### src/rtl/usbev_pkg.sv
package usbev_pkg;

   // Flag kinds inside one buffer slot
   localparam int KIND_FULL  = 0;
   localparam int KIND_EMPTY = 1;
   localparam int NUM_KINDS  = 2;

   typedef enum logic [1:0] {
      PM_RUN        = 2'b00,
      PM_LIGHT_IDLE = 2'b01,
      PM_DEEP_IDLE  = 2'b10,
      PM_STOP       = 2'b11
   } pwr_mode_e;

   // Flat flag position: endpoint-major, then buffer, then kind
   function automatic int flag_index(input int ep, input int nbuf,
                                     input int bufi, input int kind);
      return (ep * nbuf + bufi) * NUM_KINDS + kind;
   endfunction

   // Register holding flag f (MSB-first packing)
   function automatic int flag_reg(input int f, input int reg_w);
      return f / reg_w;
   endfunction

   // Bit position of flag f inside its register
   function automatic int flag_bit(input int f, input int reg_w);
      return reg_w - 1 - (f % reg_w);
   endfunction

endpackage

### src/rtl/usbev_src_sel.sv
module usbev_src_sel
   import usbev_pkg::*;
#(
   parameter int NUM_BUF = 2,
   localparam int SLOT_W = NUM_BUF * NUM_KINDS
) (
   input  logic               tx_i,
   input  logic [NUM_BUF-1:0] cpu_full_i,
   input  logic [NUM_BUF-1:0] usb_full_i,
   input  logic [NUM_BUF-1:0] tx_empty_i,
   input  logic [NUM_BUF-1:0] cpu_empty_i,
   output logic [SLOT_W-1:0]  set_o
);

   for (genvar b = 0; b < NUM_BUF; b++) begin : g_buf
      // Direction selects the only source allowed to raise each flag
      assign set_o[b*NUM_KINDS + KIND_FULL]  = tx_i ? cpu_full_i[b]  : usb_full_i[b];
      assign set_o[b*NUM_KINDS + KIND_EMPTY] = tx_i ? tx_empty_i[b] : cpu_empty_i[b];
   end

endmodule

### src/rtl/usbev_flag_bank.sv
module usbev_flag_bank #(
   parameter int NUM_FLAGS = 12,
   parameter bit SET_WINS  = 1'b1
) (
   input  logic                 clk,
   input  logic                 rst_n,
   input  logic [NUM_FLAGS-1:0] set_i,
   input  logic [NUM_FLAGS-1:0] clr_i,
   output logic [NUM_FLAGS-1:0] flag_q
);

   logic [NUM_FLAGS-1:0] flag_d;

   if (SET_WINS) begin : g_set_priority
      // An event arriving with a clear is kept
      assign flag_d = set_i | (flag_q & ~clr_i);
   end else begin : g_clr_priority
      assign flag_d = (set_i | flag_q) & ~clr_i;
   end

   always_ff @(posedge clk or negedge rst_n) begin
      if (!rst_n) flag_q <= '0;
      else        flag_q <= flag_d;
   end

endmodule

### src/rtl/usbev_reg_port.sv
module usbev_reg_port
   import usbev_pkg::*;
#(
   parameter int NUM_FLAGS = 12,
   parameter int REG_W     = 8,
   localparam int NUM_REGS = (NUM_FLAGS + REG_W - 1) / REG_W,
   localparam int ADDR_W   = (NUM_REGS > 1) ? $clog2(NUM_REGS) : 1
) (
   input  logic [ADDR_W-1:0]    addr_i,
   input  logic                 we_i,
   input  logic [REG_W-1:0]     wdata_i,
   input  logic [NUM_FLAGS-1:0] flags_i,
   output logic [REG_W-1:0]     rdata_o,
   output logic [NUM_FLAGS-1:0] clr_o
);

   logic [NUM_REGS*REG_W-1:0] image;

   // Pack flags MSB-first; unmapped positions stay 0
   always_comb begin
      image = '0;
      for (int f = 0; f < NUM_FLAGS; f++) begin
         image[flag_reg(f, REG_W)*REG_W + flag_bit(f, REG_W)] = flags_i[f];
      end
   end

   always_comb begin
      rdata_o = '0;
      for (int r = 0; r < NUM_REGS; r++) begin
         if (addr_i == ADDR_W'(r)) rdata_o = image[r*REG_W +: REG_W];
      end
   end

   for (genvar f = 0; f < NUM_FLAGS; f++) begin : g_clr
      localparam int RI = flag_reg(f, REG_W);
      localparam int BI = flag_bit(f, REG_W);
      // Zero clears, one is ignored
      assign clr_o[f] = we_i && (addr_i == ADDR_W'(RI)) && !wdata_i[BI];
   end

endmodule

### src/rtl/usbev_flags.sv
module usbev_flags
   import usbev_pkg::*;
#(
   parameter int NUM_EP   = 3,
   parameter int NUM_BUF  = 2,
   parameter int REG_W    = 8,
   parameter bit SET_WINS = 1'b1,
   localparam int EVT_W     = NUM_EP * NUM_BUF,
   localparam int SLOT_W    = NUM_BUF * NUM_KINDS,
   localparam int NUM_FLAGS = NUM_EP * SLOT_W,
   localparam int NUM_REGS  = (NUM_FLAGS + REG_W - 1) / REG_W,
   localparam int ADDR_W    = (NUM_REGS > 1) ? $clog2(NUM_REGS) : 1
) (
   input  logic              clk,
   input  logic              rst_n,
   input  logic [NUM_EP-1:0] ep_tx_i,
   input  logic [EVT_W-1:0]  cpu_full_i,
   input  logic [EVT_W-1:0]  usb_full_i,
   input  logic [EVT_W-1:0]  tx_empty_i,
   input  logic [EVT_W-1:0]  cpu_empty_i,
   input  logic [1:0]        pwr_mode_i,
   input  logic [ADDR_W-1:0] reg_addr_i,
   input  logic              reg_we_i,
   input  logic [REG_W-1:0]  reg_wdata_i,
   output logic [REG_W-1:0]  reg_rdata_o,
   output logic              irq_o,
   output logic              wake_o
);

   if (NUM_EP < 1) begin : g_bad_ep
      $error("usbev_flags: NUM_EP must be at least 1");
   end
   if (NUM_BUF < 1) begin : g_bad_buf
      $error("usbev_flags: NUM_BUF must be at least 1");
   end
   if (REG_W < NUM_KINDS) begin : g_bad_reg
      $error("usbev_flags: REG_W too small");
   end

   logic [NUM_FLAGS-1:0] set_vec;
   logic [NUM_FLAGS-1:0] clr_vec;
   logic [NUM_FLAGS-1:0] flag_q;

   for (genvar e = 0; e < NUM_EP; e++) begin : g_ep
      usbev_src_sel #(.NUM_BUF(NUM_BUF)) u_sel (
         .tx_i        (ep_tx_i[e]),
         .cpu_full_i  (cpu_full_i[e*NUM_BUF +: NUM_BUF]),
         .usb_full_i  (usb_full_i[e*NUM_BUF +: NUM_BUF]),
         .tx_empty_i  (tx_empty_i[e*NUM_BUF +: NUM_BUF]),
         .cpu_empty_i (cpu_empty_i[e*NUM_BUF +: NUM_BUF]),
         .set_o       (set_vec[e*SLOT_W +: SLOT_W])
      );
   end

   usbev_reg_port #(.NUM_FLAGS(NUM_FLAGS), .REG_W(REG_W)) u_port (
      .addr_i  (reg_addr_i),
      .we_i    (reg_we_i),
      .wdata_i (reg_wdata_i),
      .flags_i (flag_q),
      .rdata_o (reg_rdata_o),
      .clr_o   (clr_vec)
   );

   usbev_flag_bank #(.NUM_FLAGS(NUM_FLAGS), .SET_WINS(SET_WINS)) u_bank (
      .clk    (clk),
      .rst_n  (rst_n),
      .set_i  (set_vec),
      .clr_i  (clr_vec),
      .flag_q (flag_q)
   );

   assign irq_o  = |flag_q;
   assign wake_o = irq_o && (pwr_mode_e'(pwr_mode_i) == PM_LIGHT_IDLE);

endmodule

### config.mk
export PLATFORM = sky130hd
export DESIGN_NAME = usbev_flags
export DESIGN_NICKNAME = d
export VERILOG_FILES = /design/src/rtl/usbev_pkg.sv /design/src/rtl/usbev_src_sel.sv /design/src/rtl/usbev_flag_bank.sv /design/src/rtl/usbev_reg_port.sv /design/src/rtl/usbev_flags.sv
export SDC_FILE = /design/constraint.sdc
export NUM_CORES = 1
export LEC_CHECK = 0
export BUFFER_PORTS_ARGS = -buffer_cell sky130_fd_sc_hd__buf_2
export CORE_MARGIN = 4
export CORE_UTILIZATION = 43
export CTS_BUF_LIST = sky130_fd_sc_hd__clkbuf_4 sky130_fd_sc_hd__clkbuf_8 sky130_fd_sc_hd__clkbuf_16
export DETAILED_ROUTE_END_ITERATION = 10
export PLACE_DENSITY = 0.86
export REMOVE_ABC_BUFFERS = 1
export SYNTH_ARGS = -nofsm -noshare
export SYNTH_HDL_FRONTEND = slang
export SYNTH_SLANG_ARGS = --single-unit
### constraint.sdc
create_clock -name clk -period 2.4 [get_ports clk]
set_clock_uncertainty 0.15 [all_clocks]
set_input_delay 0.24 -clock clk [delete_from_list [all_inputs] [get_ports clk]]
set_output_delay 0.24 -clock clk [all_outputs]
set_load 0.005 [all_outputs]
[Yosys cells after proc, flatten, opt, wreduce, memory -nomap -nowiden]
Index checks and enable logic that the tools add are counted.
Word-level totals
  register bits: 12
  output and inout port bits: 10
  ROM bits: 0
  latch bits: 0
  memory bits (writable): 0
  memories: 0
  logic and storage cells: 43
Operators by class
  divide/modulo/power cells: 0
  shift-type cells: 0
  equality and inequality tests: 1
  mux-type cells: 13
  reduce and logical (&&, ||, !) cells: 24
  $mul: 0
  add/subtract/negate cells: 0
  order comparisons: 0
  bitwise gates (word level): 4
Operators with widths (number)
  $logic_and A1 B1 Y1: 15
  $and A12 B12 Y12: 1
  $mux W1: 12
  $not A12 Y12: 1
  $or A12 B12 Y12: 1
  $reduce_or A12 Y1: 1
  $logic_not A1 Y1: 8
  $mux W8: 1
  $eq A2 B1 Y1 const B: 1
  $not A1 Y1: 1

[Depth between registers and ports, before layout]
Gate-level depths: netlist of run 1.
  depth in word-level cells: 6
  gate-level depth with buffers: 4

[By module]
Synthesis of run 1 repeated with hierarchy kept, for this count alone.
Unflattened totals
  cell total of the unflattened synthesis: 77
  area, all modules: 808.3 sq um
Modules (own cells, without submodules)
  usbev_flag_bank: instances 1, sequential area each 300.3 sq um, cells an instance 36, area an instance 435.4 sq um
  usbev_reg_port: instances 1, sequential area each 0.0 sq um, cells an instance 23, area an instance 201.4 sq um
  usbev_src_sel: instances 3, sequential area each 0.0 sq um, cells an instance 4, area an instance 45.0 sq um
  usbev_flags: instances 1, sequential area each 0.0 sq um, cells an instance 6, area an instance 36.3 sq um

[Worst setup path after synthesis of run 1]
Ideal clock, no wire load.
  kind: input to register
  start point: in reg_addr_i
  end point: reg u_bank.flag_q[3]
  cell stages on the path: 3
  data arrival time: 1009 ps
  library setup time: 126 ps
  slack: 1115 ps
  buffers on the path: 1
  path through: buf_6 or3b_1 a221o_1
On the way
  longest elaborated chain between the ends: 6
RTL lines
  from (decl): RTL line usbev_flags.sv:22  | input logic [ADDR_W-1:0] reg_addr_i,
  $not A1 Y1: RTL line usbev_reg_port.sv:38  | assign clr_o[f] = we_i && (addr_i == ADDR_W'(RI)) && !wdata_i[BI];
  $logic_and A1 B1 Y1 (2 in a row): RTL line usbev_reg_port.sv:38
  $not A12 Y12: RTL line usbev_flag_bank.sv:16  | assign flag_d = set_i | (flag_q & ~clr_i);
  $and A12 B12 Y12: RTL line usbev_flag_bank.sv:16
  $or A12 B12 Y12: RTL line usbev_flag_bank.sv:16
  named net u_bank.flag_d[3]: RTL line usbev_flag_bank.sv:12  | logic [NUM_FLAGS-1:0] flag_d;
  to (signal assigned): RTL line usbev_flag_bank.sv:23  | else flag_q <= flag_d;
  to (decl): RTL line usbev_flag_bank.sv:9  | output logic [NUM_FLAGS-1:0] flag_q
The timed path passes the listed nets, and every way through them passes these cells.

[Worst setup path in the final report of run 1]
  start point: reg u_bank.flag_q[9]
  end point: out wake_o
On the way
  longest elaborated chain between the ends: 2
RTL lines
  $reduce_or A12 Y1: RTL line usbev_flags.sv:72  | assign irq_o = |flag_q;
  $logic_and A1 B1 Y1: RTL line usbev_flags.sv:73  | assign wake_o = irq_o && (pwr_mode_e'(pwr_mode_i) == PM_LIGHT_IDLE);
  to (decl): RTL line usbev_flags.sv:27  | output logic wake_o
Every way passes these cells.

==> run_results.csv, run 1 <==
group,metric,value,unit
cts,cts_tree,"done",
cells_and_area,fin_cells,133,
cells_and_area,final_common_cell,"buf_2",
critical_path,setup.worst_path.end,"wake_o",
timing,relSlewSlack,72.2,%
cts,clock_latency,270,ps
timing,setup_ws,601,ps
cts,cts_setup_buffers,0,
cells_and_area,final_cell_mix,"50 x buf_2, 16 x nor2b_1, 12 x a221o_1, 12 x dfrtp_1, 8 x or3b_1",
die,coreArea,1560,sq um
critical_path,crit_cells,3,
critical_path,r2r-end,"u_bank.flag_q[10]$_DFF_PN0_",
critical_path,slowest_delay,430,ps
critical_path,r2r_cells,1,
die,num_io_pins,51,
cells_and_area,area.growth.synth_to_final,40.3,%
timing,period_minus_slack,1800,ps
die,die_x,49.1,um
synth,syn_inst,65,
cells_and_area,utilization,65.3,%
timing,post-route-period-util,75.0,%
synth,synth_top_family_by_area,"simple AND/OR/NAND/NOR gates",
placement,hpwlAfterDp,1580,um
critical_path,slowest_stage,"nor4_1",
power,finalPower,498,uW
cts,cts_root_buf,"clkbuf_4",
detailed_routing,drt_iter0_drc,8,
synth,synth-simple-area-share,30.9,%
critical_path,path_cells,"nor4_1, a311oi_1, buf_2",
die,die_h,49.1,um
synth,synth_area,726,sq um
synth,synth.area.top_cells,"dfrtp_1 41%, a221o_1 17%, nor2b_1 14%, or3b_1 9.7%, mux2_2 6.2%",
power,leakagePower,0.438,nW
critical_path,worst_ep_arrival_time,1410,ps
grt,grt_pass1_wl,3460,um
cells_and_area,layout.nets,159,
cts,clock-sinks,12,
timing,fin_setup_tns,0,ps
placement,place_congestion,0.792,
worst_hold_path,hold_depth,2,
critical_path,path_max_fanout,3,
cells_and_area,num_antenna_cells,0,
synth,synthAdderAreaFrac,0,%
cells_and_area,layout-drive-gt1-share,49.6,%
cells_and_area,num-fill-cells,138,
synth,yosysWarnings,0,
critical_path,cp.required,2010,ps
critical_path,crit_buf_inv,1,
timing,fmaxAchievable,556,MHz
detailed_routing,dr.pass1.iters,3,
synth,synth_mux_area_share,6.21,%
cells_and_area,reg_top3,"u_bank.flag_q x12",
critical_path,cp-end-kind,"output pin",
power,pwr_density_cell,489,nW/um^2
cts,htree_num_levels,1,
placement,portBuffers,50,
die,design.die.area,2410,sq um
cells_and_area,largest_reg_flops,12,
detailed_routing,remaining_drc_errors,0,
cts,numCtsBuffers,3,
cells_and_area,design_area,1020,sq um
detailed_routing,ant_nets,0,
grt,grt_usage,18.9,%
worst_hold_path,hold_class,"input pin to flop",
synth,synth_seq_area_share,41.4,%
timing,whs,47.5,ps
detailed_routing,drt-total-wl,2140,um
outcome,status,"complete, no violations",
power,ir_drop,0.259,mV
synth,yosysTopAreaCell,"dfrtp_1",
timing,rsz0062_at_grt,"no",
detailed_routing,vias_per_cell,5.58,
critical_path,r2r_slack,1400,ps
timing,slew_violations,0,
grt,antenna_found_initial,0,
synth,avgSynthCellArea,11.2,sq um
critical_path,critPathTopFamily,"simple AND/OR/NAND/NOR gates",
cts,cts_max_path_buffers,2,
detailed_routing,routedWlPerCell,16.1,um
synth,synth_xor_area_share,0,%
detailed_routing,via_count,742,
synth,synth.distinct_cells,13,
critical_path,crit_type,"flop to output pin",
worst_hold_path,hold_path.startpoint,"tx_empty_i[1]",
placement,placed_area,972,sq um
cells_and_area,top_register,"u_bank.flag_q",
placement,dp_slack,922,ps
grt,grt_max_degree,21,
timing,setup_viol_count_final,0,
die,rows,14,
flow_run,drv_cap,0,
grt,grt_pass1_vias,788,
synth,synth_top_area_share,41.4,%
critical_path,startpoint_type,"flop",
cts,clkTransAtPathRegs,80,ps
die,start_util,46.5,%
critical_path,crit_start,"u_bank.flag_q[9]$_DFF_PN0_",
grt,grt_overflow,0,
synth,synth-compound-area-share,17.8,%
placement,dp_cells,128,
timing,hold_viol_final,0,
synth,synth-seq-cells,12,
timing,tightest_slew,413,ps
critical_path,r2r-start,"u_bank.flag_q[10]$_DFF_PN0_",
==> logic make-up (layout without fill, tap and decap cells) <==
logic type | Yosys count | in the layout
flip-flops | 12 | 12
buffers and inverters | 4 | 56
AND/OR/NAND/NOR | 32 | 32
AO/OA/AOI/OAI | 13 | 13
multiplexers | 4 | 4
==> synth_stat cells, drive strengths merged <==
| library cell | n |
|---|---|
| mux2 | 4 |
| or3b | 8 |
| nand3 | 1 |
| buf | 3 |
| a221o | 12 |
| nand3b | 4 |
| a311oi | 1 |
| inv | 1 |
| dfrtp | 12 |
| nor4 | 3 |
| nor2b | 16 |
==> area by class of cell <==
type / count / area [sq um] / share of cell area, %
Inverter: 1 / 3.75 / 0.369
Clock buffer: 4 / 36.3 / 3.56
Tap cell: 16 / 20.0 / 1.97
Timing Repair Buffer: 51 / 260 / 25.6
Sequential cell: 12 / 300 / 29.5
Multi-Input combinational cell: 49 / 398 / 39.1
==> metal layers <==
layer | GRT usage, % | wire length [um]
met1 | 22.4 | 896
met2 | 31.9 | 1070
met3 | 3.06 | 117
met4 | 10.4 | 59
met5 | 0 | 0
==> what timing repair did <==
item,4_1_cts,5_1_grt
hold endpoints to repair,12,0
hold buffers,1,0
gates resized for setup,0,0
==> where the power goes <==
group / total [mW] / switching (mW) / leakage [nW] / internal, mW
registers: 0.230 / 0.0129 / 0.115 / 0.217
logic: 0.105 / 0.0433 / 0.302 / 0.0620
clock network: 0.163 / 0.0704 / 0.0210 / 0.0922
total: 0.498 / 0.127 / 0.438 / 0.371
==> how the worst min path moves through the flow <==
stage / endpoint / slack, ps
4_1_cts: u_bank.flag_q[3]$_DFF_PN0_ / 40
3_5_place_dp: u_bank.flag_q[9]$_DFF_PN0_ / -20
3_3_place_gp: u_bank.flag_q[9]$_DFF_PN0_ / -20
5_1_grt: u_bank.flag_q[5]$_DFF_PN0_ / 50
6_report: u_bank.flag_q[3]$_DFF_PN0_ / 50
2_1_floorplan: u_bank.flag_q[0]$_DFF_PN0_ / -210
(Power assumes the default switching activity.)
==> run 2, diff against run 1 <==
Settings changed: ABC_AREA from default to 1, CORE_UTILIZATION 43 to 39, PLACE_DENSITY 0.86 to 0.8.
Clock period 2.4 ns to 1.84 ns, I/O delays scaled along.
==> run 2 against run 1 <==
  * Count of clock-buffer cells in the layout down 1
  * Sequential share of layout area increased by 0.26 points
  * Register-to-register slack got worse by 470 ps
  * Critical path type unchanged
  * Clock power down 4%
  * Worst hold slack lost 46 ps
  * Final area down 0.86%
  * Core utilization fell by 6.9 points
  * Non-clock buffer count increased by 1
==> run_results.csv, run 2 <==
group,metric,value,unit
synth,syn_inst,101,
detailed_routing,routedWlPerCell,11.0,um
synth,synth_commonest_cells,"27 x nand2_1, 19 x inv_1, 14 x o21ai_0",
detailed_routing,ant_nets,0,
timing,setup_ws,349,ps
grt,grt.met3_usage,1.19,%
critical_path,cp.required,1510,ps
cells_and_area,fin_cells,177,
critical_path,path_max_fanout,3,
timing,fmaxAchievable,671,MHz
detailed_routing,drt_iter0_drc,11,
worst_hold_path,hold_end,"u_bank.flag_q[7]$_DFF_PN0_",
timing,period_minus_slack,1490,ps
die,rows,15,
placement,portBuffers,50,
worst_hold_path,hold_path.startpoint,"tx_empty_i[3]",
detailed_routing,drt-total-wl,1940,um
timing,rsz0062_at_grt,"no",
die,design.die.area,2550,sq um
cells_and_area,final_common_cell,"buf_2",
grt,antenna_found_initial,0,
grt,top_usage_layer,"met2",
synth,ys_async_sr_fraction,100,%
die,die_x,50.5,um
cells_and_area,design_area,1010,sq um
critical_path,path_cells,"nor2_1, nand2_1, nor2_1, a21oi_1, buf_2",
placement,place_congestion,0.850,
critical_path,slowest_delay,400,ps
detailed_routing,dr.pass1.iters,4,
critical_path,r2r-start,"u_bank.flag_q[1]$_DFF_PN0_",
cells_and_area,largest_reg_flops,12,
cts,cts_max_path_buffers,2,
timing,tightest_slew,277,ps
worst_hold_path,hold_class,"input pin to flop",
synth,synth_enable_flop_cells,0,
cells_and_area,area.growth.synth_to_final,43.6,%
synth,synth_seq_area_share,42.7,%
power,p_sw,165,uW
synth,synth-seq-cells,12,
cells_and_area,layout-drive-gt1-share,36.2,%
power,power_frac_seq,49.9,%
placement,hpwlAfterDp,1620,um
synth,yosysTopAreaCell,"dfrtp_1",
cts,cts_setup_buffers,0,
detailed_routing,via_count,811,
grt,grt_pass1_wl,2920,um
detailed_routing,remaining_drc_errors,0,
placement,dp_slack,633,ps
outcome,status,"complete, no violations",
critical_path,startpoint_type,"flop",
timing,post-route-period-util,81.0,%
critical_path,cp-end-kind,"output pin",
die,num_io_pins,51,
synth,synth_area,703,sq um
critical_path,crit_buf_inv,1,
cts,htree_num_levels,1,
synth,avgSynthCellArea,6.96,sq um
synth,synth_most_common_cell,"nand2_1",
cts,clkTransAtPathRegs,80,ps
cells_and_area,final_cell_mix,"50 x buf_2, 27 x nand2_1, 19 x inv_1",
critical_path,slowest_stage,"dfrtp_1",
cells_and_area,num_antenna_cells,0,
worst_hold_path,hold_depth,3,
power,leakagePower,0.563,nW
power,p_sw_share,27.8,%
grt,grt_usage,15.1,%
critical_path,crit_type,"flop to output pin",
grt,use_met2,29.1,%
timing,hold_viol_final,0,
grt,grt_max_degree,13,
critical_path,r2r_cells,2,
power,pwr_density_cell,587,nW/um^2
grt,grt_overflow,0,
cells_and_area,num-fill-cells,174,
timing,setup_viol_count_final,0,
cells_and_area,top_register,"u_bank.flag_q",
detailed_routing,vias_per_cell,4.58,
grt,grt_pass1_vias,711,
flow_run,drv_cap,0,
critical_path,r2r-end,"u_bank.flag_q[1]$_DFF_PN0_",
cts,numCtsBuffers,3,
synth,yosysWarnings,0,
power,ir_drop,0.317,mV
cts,cts_root_buf,"clkbuf_4",
synth,synth.area.top_cells,"dfrtp_1 43%, nand2_1 14%, o211ai_1 13%, inv_1 10%, o21ai_0 10%",
timing,fin_setup_tns,0,ps
critical_path,worst_ep_arrival_time,1160,ps
cts,clock_latency,260,ps
die,start_util,40.7,%
synth,synth_top_area_share,42.7,%
die,coreArea,1730,sq um
critical_path,r2r_slack,930,ps
power,clockPowerShare,26.5,%
power,p_int,428,uW
critical_path,timing.critical_path.mode_cell,"nor2_1",
synth,synth.distinct_cells,11,
die,die_h,50.5,um
cells_and_area,reg_top3,"u_bank.flag_q x12",
placement,dp_cells,172,
placement,placed_area,967,sq um
cells_and_area,layout.nets,195,
timing,relSlewSlack,81.6,%
cells_and_area,utilization,58.5,%
synth,ys.flop_type,"dfrtp_1",
power,comb_power_share,23.6,%
grt,grt_use_met1,17.0,%
cts,cts_tree,"done",
timing,slew_violations,0,
cts,clock-sinks,12,
critical_path,critPathTopFamily,"flip-flops",
[run 2: per-stage QoR]
step	power (mW)	hold slack [ps]
final	0.593	1.40
after global routing	0.633	11.0
after CTS	0.595	1.52
after detailed placement	0.438	-75.5
after global placement	0.432	-81.7
after floorplan	0.353	-262
[run 2: cell families (layout without fill, tap and decap cells)]
family          after synthesis  after routing  synth area share, %
compound gates               27             27                 23.5
buf+inv                      24             75                 13.2
flops                        12             12                 42.7
simple gates                 38             38                 20.6
[run 2: what timing repair did]
action	in CTS	in global routing
endpoints found under the hold margin	12	1
gates resized for setup	0	0
hold buffers	1	1
[run 2: tightest hold or removal path, cell delays in order]
cell	delay, ps
buf_2	80
nand2_1	40
o211ai_1	80
[run 2: worst max-delay path by stage]
stage	startpoint	end	slack, ps	depth (start not counted)
floorplan	u_bank.flag_q[1]$_DFF_PN0_	wake_o	800	4
global placement	u_bank.flag_q[10]$_DFF_PN0_	wake_o	650	5
detailed placement	u_bank.flag_q[10]$_DFF_PN0_	wake_o	630	5
CTS	u_bank.flag_q[10]$_DFF_PN0_	wake_o	340	5
global route	u_bank.flag_q[10]$_DFF_PN0_	wake_o	210	5
finish	u_bank.flag_q[10]$_DFF_PN0_	wake_o	350	5
[run 2: area by class of cell]
class,instances,area (sq um),area share [%]
clock buffer,3,22.5,2.23
inverter,20,75.1,7.43
tap,25,31.3,3.10
sequential,12,300,29.7
multi-input combinational,65,310,30.7
timing repair buffer,52,270,26.8
[run 2: power by group through the flow]
stage / Combinational [mW] / Sequential, mW / Clock [mW]
after floorplan: 0.0556 / 0.297 / 0
after global placement: 0.133 / 0.299 / 0
after detailed placement: 0.137 / 0.301 / 0
after CTS: 0.139 / 0.296 / 0.160
after global routing: 0.162 / 0.298 / 0.173
final: 0.140 / 0.296 / 0.157
[run 2: routing by layer]
layer / wire (um) / up-vias
li1: - / 424
met1: 746 / 355
met2: 1070 / 30
met3: 109 / 2
met4: 14 / 0
met5: 0 / -
